**config.mk**
```make
export PLATFORM = sky130hd
export DESIGN_NAME = qcond_irq_ctrl
export DESIGN_NICKNAME = d
export VERILOG_FILES = /design/src/rtl/qcond_irq_pkg.sv /design/src/rtl/qcond_cond_sel.sv /design/src/rtl/qcond_regfile.sv /design/src/rtl/qcond_pending.sv /design/src/rtl/qcond_irq_ctrl.sv
export SDC_FILE = /design/constraint.sdc
export NUM_CORES = 1
export LEC_CHECK = 0
export BUFFER_PORTS_ARGS = -buffer_cell sky130_fd_sc_hd__buf_4
export CAP_MARGIN = 20
export CORE_ASPECT_RATIO = 0.5
export CORE_MARGIN = 2
export CORE_UTILIZATION = 47
export CTS_BUF_LIST = sky130_fd_sc_hd__clkbuf_8 sky130_fd_sc_hd__clkbuf_16
export DETAILED_ROUTE_END_ITERATION = 10
export GPL_TIMING_DRIVEN = 1
export PLACE_DENSITY_LB_ADDON = 0.08
export SLEW_MARGIN = 10
export SYNTH_ARGS = -nofsm -noshare
export SYNTH_HDL_FRONTEND = slang
export SYNTH_SLANG_ARGS = --single-unit
```
**constraint.sdc**
```tcl
create_clock -name clk -period 15.4 [get_ports clk]
set_clock_uncertainty 0.2 [all_clocks]
set_input_delay 3.08 -clock clk [delete_from_list [all_inputs] [get_ports clk]]
set_output_delay 3.08 -clock clk [all_outputs]
set_load 0.02 [all_outputs]
```
**src/rtl/qcond_irq_pkg.sv**
```systemverilog
package qcond_irq_pkg;
  localparam int REG_W   = 32;
  localparam int ADDR_W  = 4;
  localparam int SEL_W   = 3;
  localparam int FIELD_W = 4;

  localparam logic [ADDR_W-1:0] ADR_EN_LO   = 4'd4;
  localparam logic [ADDR_W-1:0] ADR_EN_HI   = 4'd5;
  localparam logic [ADDR_W-1:0] ADR_PEND_LO = 4'd6;
  localparam logic [ADDR_W-1:0] ADR_PEND_HI = 4'd7;

  typedef enum logic [1:0] {
    FLG_EMPTY  = 2'd0,
    FLG_NEMPTY = 2'd1,
    FLG_NFULL  = 2'd2,
    FLG_FULL   = 2'd3
  } flag_idx_e;

  typedef struct packed {
    logic      invert;
    flag_idx_e idx;
  } src_sel_t;
endpackage

```
**src/rtl/qcond_cond_sel.sv**
```systemverilog
module qcond_cond_sel
  import qcond_irq_pkg::*;
#(
  parameter int NUM_Q = 64
) (
  input  src_sel_t [NUM_Q/2-1:0] src_sel,
  input  logic [NUM_Q-1:0]       q_empty,
  input  logic [NUM_Q-1:0]       q_near_empty,
  input  logic [NUM_Q-1:0]       q_near_full,
  input  logic [NUM_Q-1:0]       q_full,
  output logic [NUM_Q-1:0]       cond
);
  localparam int HALF = NUM_Q / 2;

  for (genvar q = 0; q < NUM_Q; q++) begin : g_q
    if (q < HALF) begin : g_sel
      logic picked;
      always_comb begin
        case (src_sel[q].idx)
          FLG_EMPTY:  picked = q_empty[q];
          FLG_NEMPTY: picked = q_near_empty[q];
          FLG_NFULL:  picked = q_near_full[q];
          default:    picked = q_full[q];
        endcase
        cond[q] = picked ^ src_sel[q].invert;
      end
    end else begin : g_fixed
      assign cond[q] = ~q_near_empty[q];
    end
  end
endmodule

```
**src/rtl/qcond_regfile.sv**
```systemverilog
module qcond_regfile
  import qcond_irq_pkg::*;
#(
  parameter int NUM_Q = 64
) (
  input  logic                    clk,
  input  logic                    rst_n,
  input  logic                    reg_wen,
  input  logic [ADDR_W-1:0]       reg_addr,
  input  logic [REG_W-1:0]        reg_wdata,
  output logic [REG_W-1:0]        reg_rdata,
  input  logic [NUM_Q-1:0]        pend,
  output src_sel_t [NUM_Q/2-1:0]  src_sel,
  output logic [NUM_Q-1:0]        enable,
  output logic [NUM_Q-1:0]        pend_clr
);
  localparam int HALF     = NUM_Q / 2;
  localparam int PER_REG  = REG_W / FIELD_W;
  localparam int NUM_SRC  = HALF / PER_REG;

  src_sel_t [HALF-1:0]  src_q, src_d;
  logic [NUM_Q-1:0]     en_q, en_d;
  logic                 src_we, en_we;

  always_comb begin
    src_d  = src_q;
    src_we = 1'b0;
    for (int r = 0; r < NUM_SRC; r++) begin
      if (reg_wen && reg_addr == ADDR_W'(r)) begin
        src_we = 1'b1;
        for (int k = 0; k < PER_REG; k++)
          src_d[r*PER_REG+k] = src_sel_t'(reg_wdata[k*FIELD_W +: SEL_W]);
      end
    end
  end

  always_comb begin
    en_d  = en_q;
    en_we = 1'b0;
    if (reg_wen && reg_addr == ADR_EN_LO) begin
      en_d[HALF-1:0] = reg_wdata[HALF-1:0];
      en_we = 1'b1;
    end
    if (reg_wen && reg_addr == ADR_EN_HI) begin
      en_d[NUM_Q-1:HALF] = reg_wdata[HALF-1:0];
      en_we = 1'b1;
    end
  end

  always_ff @(posedge clk or negedge rst_n) begin
    if (!rst_n)       src_q <= '0;
    else if (src_we)  src_q <= src_d;
  end

  always_ff @(posedge clk or negedge rst_n) begin
    if (!rst_n)      en_q <= '0;
    else if (en_we)  en_q <= en_d;
  end

  always_comb begin
    pend_clr = '0;
    if (reg_wen && reg_addr == ADR_PEND_LO) pend_clr[HALF-1:0]     = reg_wdata[HALF-1:0];
    if (reg_wen && reg_addr == ADR_PEND_HI) pend_clr[NUM_Q-1:HALF] = reg_wdata[HALF-1:0];
  end

  always_comb begin
    reg_rdata = '0;
    for (int r = 0; r < NUM_SRC; r++) begin
      if (reg_addr == ADDR_W'(r)) begin
        for (int k = 0; k < PER_REG; k++)
          reg_rdata[k*FIELD_W +: SEL_W] = src_q[r*PER_REG+k];
      end
    end
    case (reg_addr)
      ADR_EN_LO:   reg_rdata = REG_W'(en_q[HALF-1:0]);
      ADR_EN_HI:   reg_rdata = REG_W'(en_q[NUM_Q-1:HALF]);
      ADR_PEND_LO: reg_rdata = REG_W'(pend[HALF-1:0]);
      ADR_PEND_HI: reg_rdata = REG_W'(pend[NUM_Q-1:HALF]);
      default: ;
    endcase
  end

  assign src_sel = src_q;
  assign enable  = en_q;
endmodule

```
**src/rtl/qcond_pending.sv**
```systemverilog
module qcond_pending #(
  parameter int W = 32
) (
  input  logic         clk,
  input  logic         rst_n,
  input  logic [W-1:0] set_req,
  input  logic [W-1:0] clr_req,
  output logic [W-1:0] pend,
  output logic         any
);
  logic [W-1:0] pend_q, pend_d;
  logic         upd;

  always_comb begin
    pend_d = (pend_q | set_req) & ~clr_req;
    upd    = |(set_req | clr_req);
  end

  always_ff @(posedge clk or negedge rst_n) begin
    if (!rst_n)    pend_q <= '0;
    else if (upd)  pend_q <= pend_d;
  end

  assign pend = pend_q;
  assign any  = |pend_q;
endmodule

```
**src/rtl/qcond_irq_ctrl.sv**
```systemverilog
module qcond_irq_ctrl
  import qcond_irq_pkg::*;
#(
  parameter int NUM_Q = 64
) (
  input  logic              clk,
  input  logic              rst_n,
  input  logic              reg_wen,
  input  logic [3:0]        reg_addr,
  input  logic [31:0]       reg_wdata,
  output logic [31:0]       reg_rdata,
  input  logic [NUM_Q-1:0]  q_empty,
  input  logic [NUM_Q-1:0]  q_near_empty,
  input  logic [NUM_Q-1:0]  q_near_full,
  input  logic [NUM_Q-1:0]  q_full,
  output logic              irq_lo,
  output logic              irq_hi
);
  localparam int HALF = NUM_Q / 2;

  logic [1:0]            rst_pipe;
  logic                  rst_sync_n;
  src_sel_t [HALF-1:0]   src_sel;
  logic [NUM_Q-1:0]      enable, pend_clr, cond, pend, set_req;
  logic [1:0]            half_any;

  always_ff @(posedge clk or negedge rst_n) begin
    if (!rst_n) rst_pipe <= '0;
    else        rst_pipe <= {rst_pipe[0], 1'b1};
  end
  assign rst_sync_n = rst_pipe[1];

  qcond_regfile #(.NUM_Q(NUM_Q)) u_regs (
    .clk       (clk),
    .rst_n     (rst_sync_n),
    .reg_wen   (reg_wen),
    .reg_addr  (reg_addr),
    .reg_wdata (reg_wdata),
    .reg_rdata (reg_rdata),
    .pend      (pend),
    .src_sel   (src_sel),
    .enable    (enable),
    .pend_clr  (pend_clr)
  );

  qcond_cond_sel #(.NUM_Q(NUM_Q)) u_cond (
    .src_sel      (src_sel),
    .q_empty      (q_empty),
    .q_near_empty (q_near_empty),
    .q_near_full  (q_near_full),
    .q_full       (q_full),
    .cond         (cond)
  );

  assign set_req = cond & enable;

  for (genvar h = 0; h < 2; h++) begin : g_half
    qcond_pending #(.W(HALF)) u_pend (
      .clk     (clk),
      .rst_n   (rst_sync_n),
      .set_req (set_req[h*HALF +: HALF]),
      .clr_req (pend_clr[h*HALF +: HALF]),
      .pend    (pend[h*HALF +: HALF]),
      .any     (half_any[h])
    );
  end

  assign irq_lo = half_any[0];
  assign irq_hi = half_any[1];
endmodule

```
==> out/qor.yml <==
status: "finished clean"
hold_class: "flop to flop"
dr.pass1.iters: 5
rsz0062_at_grt: "no"
final_area_um2: 14200
via_count: 8389
vdd_drop_max_uv: 60.8
worst_ep_required_time_ns: 12.12
pre_cts_slack_ns: 6.86
cts_setup_buffers: 0
arrival_ns: 5.28
max_stage_delay_ns: 0.57
syn_to_final_growth_pct: 24.3
min_period_ns: 8.56
cts_buffer_depth: 3
slowest_stage: "buf_4"
final_antenna_net_count: 0
initial_core_util_pct: 47.7
max-slew-margin-rel_pct: 27.1
postSynthAreaPerCell_um2: 13.4
root_buffer: "clkbuf_16"
netlist_instances: 855
final_cells: 1405
cp_top_family: "buffers and inverters"
overflow: 0
placed_area_um2: 13500
grt_pass1_wl_um: 51400
hold_viol: 0
diodes: 0
ys_warn_count: 0
rows: 40
clock_sinks: 226
core_um2: 24000
hold_buffers: 0
grt_util_all_layers_pct: 27.0
drc: 0
drt_iter0_drc: 678
synth_nets: 1150
synth.cell_area_um2: 11400
whs_ns: 0.156
post-route-util_pct: 59.4
final_nets: 1370
grt_pass1_vias: 8736
yosysSeqAreaShare_pct: 49.4
clkSlewWorstSetupHoldPaths_ns: 0.06
synth.most_common_cell: "dfrtp_1"
setup_tns_ns: 0
crit_path_end_kind: "output port"
worstMarginPinSlew_ns: 1.09
synth_area_leaders: "dfrtp_1, mux2_2, mux4_2"
critical_path.max_fanout: 33
grt_max_degree: 163
total_power_mw: 1.83
tritoncts: "done"
drive_above_1_share_pct: 49.4
slew_viol_final: 0
worst_setup_path_start_kind: "input port"
p_leak_nw: 6.23
dp.cells: 1366
setup_viol: 0
pin_count: 329
detail_route.wl_per_cell_um: 24.3
max_freq_mhz: 117
drt-total-wl_um: 34200
synth_top_area_share_pct: 49.4
ys.flop_type: "dfrtp_1"
insertion_delay_ns: 0.52
place_hpwl_um: 23400
netlist_top_cells_count: "dfrtp_1, mux2_2, a21oi_1, mux4_2, nor2_1"
crit_top_cell: "buf_4"
die_h_um: 114
path_cells: "buf_4, buf_4, mux2_2, a221oi_1, a2bb2oi_1, nor2_1, buf_4"
yosysTopAreaCell: "dfrtp_1"
cts_buffers: 22
ys_ff_latch: 226
crit_type: "input port to output port"
avgViaCountPerCell: 5.97
async_flop_share_pct: 100
synthDistinctLibCells: 29
port_buffers: 232
gp_congestion: 0.813
p_per_area_nw_per_um2: 128
final.setup.worst_slack_ns: 6.84
fin_crit_sh_pct: 55.6
die_w_um: 225
ctsHtreeMaxLevel: 1
antenna_found_initial: 1
drv_cap: 0
dieArea_um2: 25700
synth_edf_count: 0
cts-resized-gates: 0
worst-path-buf-inv: 3
routing by layer:
metal / share of wire, % / global-route usage (%) / vias to the layer above
li1: - / - / 3657
met1: 46 / 40.2 / 4391
met2: 45 / 42.0 / 296
met3: 6.7 / 4.93 / 45
met4: 1.6 / 5.43 / 0
met5: 0 / 0 / -
power by group:
part           internal [mW]  switching (mW)
Sequential             0.716           0.114
Combinational          0.246           0.179
Clock                  0.340           0.233
Total                   1.30           0.526
state kept, by name, indices dropped and copies added (netlist names):
register / cells
rst_pipe: 2
u_regs.src_sel: 96
u_regs.enable: 64
g_half.u_pend.pend: 64
final cells by class:
class,instances,area (µm²)
tap,315,394
clock buffer,27,631
sequential,226,5660
inverter,32,120
fill,1973,9740
multi-input combinational,549,5450
timing repair buffer,244,1840
clock inverter,12,133
cells in the final DEF, fill, tap and decap left out, drive strengths merged:
| cell type | instances |
|---|---|
| nand2b | 1 |
| nor3 | 1 |
| a21oi | 128 |
| nor3b | 3 |
| mux4 | 64 |
| clkinv | 4 |
| nand4 | 4 |
| dfrtp | 226 |
| nor4b | 1 |
| a2bb2oi | 23 |
| nand3b | 2 |
| o31ai | 1 |
| bufinv | 3 |
| nand2 | 4 |
| inv | 36 |
| buf | 244 |
| nor2 | 48 |
| a221oi | 24 |
| clkinvlp | 1 |
| nor2b | 10 |
| xor2 | 32 |
| conb | 1 |
| nor4 | 16 |
| or2 | 2 |
| clkbuf | 27 |
| mux2 | 184 |
path summary, 6_finish.rpt:
path / to / start / depth (start not counted) / slack [ns]
setup / recovery: reg_rdata[6] / reg_addr[1] / 7 / 6.84
hold reg to reg: rst_pipe[1] / rst_pipe[0] / 0 / 0.16
max in group asynchronous: rst_pipe[1] / rst_n / 1 / 12.78
setup reg to reg: u_regs.src_sel[46] / rst_pipe[1] / 1 / 13.32
hold / removal: rst_pipe[1] / rst_pipe[0] / 0 / 0.16
min in group asynchronous: u_regs.src_sel[78] / rst_pipe[1] / 0 / 0.23
cell families after synthesis:
kind of cell | count (synthesis) | synth area share (%)
AOI/OAI and AO/OA | 176 | 9.26
xor gates and xnor gates | 32 | 2.45
buffers and inverters | 80 | 3.24
DFF | 226 | 49.4
muxes | 248 | 31.4
other | 1 | 0.0328
and+or+nand+nor | 92 | 4.24
Note: power is estimated with default switching activity, not from simulation.
